**src/rtl/ddr_iq_pkg.sv**
```systemverilog
package ddr_iq_pkg;

  localparam int unsigned SAMPLE_W = 12;

  typedef struct packed {
    logic i_first;
    logic i_on_rise;
  } asm_cfg_t;

  typedef enum logic {
    SRC_EARLY = 1'b0,
    SRC_LATE  = 1'b1
  } pair_src_e;

endpackage

```
**src/rtl/ddr_edge_capture.sv**
```systemverilog
module ddr_edge_capture #(
  parameter int unsigned W = 12
) (
  input  logic         clk,
  input  logic         rst_n,
  input  logic [W-1:0] din,
  output logic [W-1:0] rise_q,
  output logic [W-1:0] fall_q
);

  // Falling-edge word, held until the next rising edge
  always_ff @(negedge clk or negedge rst_n) begin
    if (!rst_n) fall_q <= '0;
    else        fall_q <= din;
  end

  // Rising-edge word, kept one cycle for the early pairing
  always_ff @(posedge clk or negedge rst_n) begin
    if (!rst_n) rise_q <= '0;
    else        rise_q <= din;
  end

endmodule

```
**src/rtl/ddr_cfg_guard.sv**
```systemverilog
module ddr_cfg_guard
  import ddr_iq_pkg::*;
(
  input  logic     clk,
  input  logic     rst_n,
  input  asm_cfg_t cfg_in,
  output asm_cfg_t cfg_q,
  output logic     take
);

  logic loaded;
  logic armed;
  logic mismatch;

  assign mismatch = !loaded || (cfg_in != cfg_q);
  assign take     = armed && !mismatch;

  always_ff @(posedge clk or negedge rst_n) begin
    if (!rst_n) begin
      loaded <= 1'b0;
      armed  <= 1'b0;
      cfg_q  <= '0;
    end else begin
      loaded <= 1'b1;
      armed  <= !mismatch;
      cfg_q  <= cfg_in;
    end
  end

endmodule

```
**src/rtl/ddr_pair_assembler.sv**
```systemverilog
module ddr_pair_assembler
  import ddr_iq_pkg::*;
#(
  parameter int unsigned W = 12,
  localparam int unsigned PW = 2 * W
) (
  input  logic          clk,
  input  logic          rst_n,
  input  asm_cfg_t      cfg,
  input  logic          take,
  input  logic [W-1:0]  din,
  input  logic [W-1:0]  rise_q,
  input  logic [W-1:0]  fall_q,
  output logic          pair_valid,
  output logic [PW-1:0] pair_data
);

  pair_src_e    src;
  logic [W-1:0] rise_word;
  logic [W-1:0] i_word;
  logic [W-1:0] q_word;

  // First member on a rising edge: both members lie in the previous cycle
  assign src       = (cfg.i_first == cfg.i_on_rise) ? SRC_EARLY : SRC_LATE;
  assign rise_word = (src == SRC_EARLY) ? rise_q : din;
  assign i_word    = cfg.i_on_rise ? rise_word : fall_q;
  assign q_word    = cfg.i_on_rise ? fall_q : rise_word;

  always_ff @(posedge clk or negedge rst_n) begin
    if (!rst_n) begin
      pair_valid <= 1'b0;
      pair_data  <= '0;
    end else begin
      pair_valid <= take;
      if (take) pair_data <= {i_word, q_word};
    end
  end

endmodule

```
**src/rtl/ddr_iq_deinterleaver.sv**
```systemverilog
module ddr_iq_deinterleaver
  import ddr_iq_pkg::*;
#(
  parameter int unsigned W = SAMPLE_W,
  localparam int unsigned PW = 2 * W
) (
  input  logic          clk,
  input  logic          rst_n,
  input  logic [W-1:0]  din,
  input  logic          cfg_i_first,
  input  logic          cfg_i_on_rise,
  output logic          pair_valid,
  output logic [PW-1:0] pair_data
);

  asm_cfg_t     cfg_now;
  asm_cfg_t     cfg_q;
  logic         take;
  logic [W-1:0] rise_q;
  logic [W-1:0] fall_q;

  assign cfg_now = {cfg_i_first, cfg_i_on_rise};

  ddr_edge_capture #(.W(W)) u_capture (
    .clk    (clk),
    .rst_n  (rst_n),
    .din    (din),
    .rise_q (rise_q),
    .fall_q (fall_q)
  );

  ddr_cfg_guard u_guard (
    .clk    (clk),
    .rst_n  (rst_n),
    .cfg_in (cfg_now),
    .cfg_q  (cfg_q),
    .take   (take)
  );

  ddr_pair_assembler #(.W(W)) u_assemble (
    .clk        (clk),
    .rst_n      (rst_n),
    .cfg        (cfg_q),
    .take       (take),
    .din        (din),
    .rise_q     (rise_q),
    .fall_q     (fall_q),
    .pair_valid (pair_valid),
    .pair_data  (pair_data)
  );

endmodule

```
**config.mk**
```make
export PLATFORM = sky130hd
export DESIGN_NAME = ddr_iq_deinterleaver
export DESIGN_NICKNAME = d
export VERILOG_FILES = /design/src/rtl/ddr_iq_pkg.sv /design/src/rtl/ddr_edge_capture.sv /design/src/rtl/ddr_cfg_guard.sv /design/src/rtl/ddr_pair_assembler.sv /design/src/rtl/ddr_iq_deinterleaver.sv
export SDC_FILE = /design/constraint.sdc
export NUM_CORES = 1
export LEC_CHECK = 0
export ABC_AREA = 0
export BUFFER_PORTS_ARGS = -buffer_cell sky130_fd_sc_hd__buf_4
export CORE_MARGIN = 2
export CORE_UTILIZATION = 49
export DETAILED_ROUTE_END_ITERATION = 6
export HOLD_SLACK_MARGIN = 0.02
export PLACE_DENSITY = 0.76
export SLEW_MARGIN = 20
export SYNTH_ARGS = -nofsm -noshare
export SYNTH_HDL_FRONTEND = slang
export SYNTH_SLANG_ARGS = --single-unit
```
**constraint.sdc**
```tcl
create_clock -name clk -period 1.6 [get_ports clk]
set_input_delay 0.4 -clock clk [delete_from_list [all_inputs] [get_ports clk]]
set_output_delay 0.4 -clock clk [all_outputs]
set_load 0.02 [all_outputs]
```
# == Word level (Yosys, flattened, before mapping) ==
# Cells that the tools add are included.
# op_classes
addsub,0
multipliers,0
div,0
n_lt_le_gt_ge,0
n_eq_ne,2
shifts,0
n_mux,3
bitwise_logic,0
reduce_logical,4
# ops
op,count
$mux W12,3
$logic_not A1 Y1,2
$ne A2 B2 Y1,1
$eq A1 B1 Y1,1
$logic_and A1 B1 Y1,1
$logic_or A1 B1 Y1,1
# totals
regBits,53
latchBits,0
ram_bits,0
mem_bits_ro,0
in_bits,16
output_inout_bits,25
elab_cells,17
mem_count,0

# == Logic depth before layout (Yosys ltp) ==
# depth
word_depth,4
mapped_depth,6
depth_no_buf,3

# == Cells and area by module ==
# A second synthesis with hierarchy kept.
# hier_totals
hier_cells,169
area_unflattened_um2,2279.7
# by_module_without_submodules
mod,instances,cells_each,area_each_um2,seq_area_each_um2
ddr_pair_assembler,1,135,1531.5,625.6
ddr_edge_capture,1,24,600.6,600.6
ddr_cfg_guard,1,10,147.6,100.1

==> out/qor.txt <==
Status: finished, violations left
Failing checks: setup timing
Post-route setup TNS: -2.73 ns
Chip Width: 71.9 um
GP Congestion: 0.716
CP Max Fanout: 2
IO Pins: 41
Reg2reg path depth: 2
Clock Skew: 0.00543 ns
MaxCap Viol Count: 0
Ys Warns: 0
Synth top area share: 0.454
WL/cell: 15.4 um
Total global routing track utilization: 0.174
Vias in the first global route: 1,433
P&R area growth vs syn: 26.8%
CTS tree: built
Core area: 4380 sq um
WL final: 3910 um
H-tree depth: 2
Footprint of the multi-input gates: 960 sq um
Setup ws final: -0.181 ns
Leading area contributor after synthesis: dfrtp_1
Worst path max stage delay: 0.34 ns
Post-synthesis cell type count: 18
Max-slew violations: 0
Initial antenna violation count: 0
DIE AREA: 5170 sq um
Clock Latency Late Sink: 0.30 ns
Vias: 1,325
Hold crit path type: input pin to register
Critical path, cell by cell: mux2_2 > mux2_2
Worst Hold End: u_capture.rise_q[11]
Post-Synthesis Cells: 152
Hold Path Stages: 1
R2R setup slack: -0.18 ns
Top cells by area, synth: dfrtp_1 (45%), mux2_2 (14%), dfrtn_1 (13%)
RR Endpoint: u_assemble.pair_data[2]
CP most frequent cell: mux2_2
Startpoint types: register
Crit. End Element: register
DR pass1 iterations: 4
Static Leakage: 1.48 nW
Sequential element share of the synthesized area: 0.587
Syn Nets: 168
Initial drt markers: 87
Number of routed nets with antenna violations: 0
Placement Setup Slack: -0.177 ns
#FFs+latches synth: 53
Layout cells sized above 1: 0.540
Reg2reg start: u_capture.fall_q[2]
Root Driver: clkbuf_8
Hold_sp: din[11]
Diode count: 0
Largest net degree at the start of global routing: 31
Max IR drop VDD: 0.754 mV
Fillcell total: 309
Num Clock Sinks: 53
Power, Total: 3.57 mW
Hold WS: 0.226 ns
Die Ht: 71.9 um
I/O Buffers: 40
PwrDens: 1250 nW/um^2
GRT overflow: 0
Final Cell Area: 2860 sq um
First-pass GRT wire length: 6800 um
Vias/cell: 5.22
Syn Area/Cell: 14.9 sq um
Post-DP Area: 2750 sq um
# setup viols final: 24
Reg area: 1330 sq um
Clock transition at the registers of the reported paths: 0.09 ns
Final routed DRC violation total: 0
Kind of critical path: register to register
Final #Nets: 218
Inserted Clock Buffers: 5
Slowest cell on crit path: dfrtn_1
Worst-case clock buffer depth: 2
Core Rows: 24
Starting Density: 0.515
Critical Path RT: 1.79 ns
Crit path arrival time: 1.97 ns
RSZ-0062 raised after global routing: true
Final HPWL DP: 2920 um
Final hold vios: 0
Mapped Area: 2260 sq um
[power breakdown]
| group | switching [mW] | internal [mW] | leakage (nW) |
|---|---|---|---|
| sequential | 0.144 | 1.58 | 0.648 |
| combinational | 0.498 | 0.618 | 0.783 |
| clock | 0.390 | 0.344 | 0.0443 |
[state kept, by name, indices dropped and copies added, names as in the netlist]
name / cells
u_assemble.pair_valid: 1
u_guard.loaded: 1
u_capture.fall_q: 12
u_guard.armed: 1
u_assemble.pair_data: 24
u_guard.cfg_q: 2
u_capture.rise_q: 12
[logic make-up (layout without fill, tap and decap cells)]
| group | count (synthesis) | in the layout | synth area share |
|---|---|---|---|
| xor gates and xnor gates | 2 | 2 | 0.0144 |
| and+or+nand+nor | 14 | 14 | 0.0321 |
| muxes | 60 | 60 | 0.304 |
| other | 1 | 1 | 0.00166 |
| DFF | 53 | 53 | 0.587 |
| AOI/OAI and AO/OA | 12 | 12 | 0.0266 |
| buffers and inverters | 10 | 60 | 0.0338 |
[Yosys cell counts]
| cell | count |
|---|---|
| buf_2 | 3 |
| inv_1 | 1 |
| buf_4 | 1 |
| mux2_1 | 12 |
| dfrtp_1 | 41 |
| mux2_2 | 29 |
| and3_1 | 1 |
| nor2_1 | 12 |
| clkbuf_1 | 2 |
| mux2_4 | 7 |
| xnor2_2 | 2 |
| dfrtn_1 | 12 |
| nand4_4 | 1 |
| buf_12 | 1 |
| mux2i_1 | 12 |
| a21oi_1 | 12 |
| conb_1 | 1 |
| buf_6 | 2 |
[how the worst max path moves through the flow]
stage | from | to | slack [ns] | depth (start not counted)
finish | u_capture.fall_q[2] | u_assemble.pair_data[2] | -0.18 | 2
floorplan | u_capture.fall_q[4] | u_assemble.pair_data[4] | -0.15 | 2
CTS | u_capture.fall_q[2] | u_assemble.pair_data[2] | -0.18 | 2
global route | u_capture.fall_q[4] | u_assemble.pair_data[4] | -0.21 | 2
global placement | u_capture.fall_q[7] | u_assemble.pair_data[7] | -0.15 | 2
detailed placement | u_capture.fall_q[2] | u_assemble.pair_data[2] | -0.18 | 2
[critical path, delay by kind of cell (launching register included)]
| kind | cells | cell delay (ns) |
|---|---|---|
| flops | 1 | 0.34 |
| mux | 2 | 0.52 |
[timing repair]
item	CTS	global route
endpoints found under the setup margin	24	36
pin swaps	2	0
hold buffers	1	0
buffers inserted	0	0
endpoints found under the hold margin	9	0
resized for setup	1	4
[cell type report]
class / instances / area share
timing repair buffer: 52 / 0.147
clock buffer: 7 / 0.0302
tap: 52 / 0.0227
inverter: 1 / 0.00131
sequential: 53 / 0.463
multi-input combinational: 89 / 0.335
[per-layer routing]
layer | part of all wire | wire length (um) | track usage | vias to the layer above
li1 | - | - | - | 621
met3 | 0.048 | 187 | 0.0431 | 6
met2 | 0.50 | 1960 | 0.291 | 34
met4 | 0.018 | 69 | 0.0755 | 0
met5 | 0 | 0 | 0 | -
met1 | 0.43 | 1690 | 0.215 | 664
[stage by stage]
step / instances / util
finish: 254 / 0.653
global placement: 246 / 0.627
floorplan: 152 / -
CTS: 254 / 0.650
detailed placement: 246 / 0.627
global route: 254 / 0.653
[cells in the final DEF, fill, tap and decap left out, types with 2 or more instances in the layout]
master	n
clkbuf_8	6
mux2_4	34
buf_12	2
mux2i_1	12
a21oi_1	12
nor2_1	11
dfrtp_1	41
buf_4	48
dfrtn_1	12
mux2_2	14
xnor2_2	2
No activity file was read; power rests on OpenSTA's default activity.
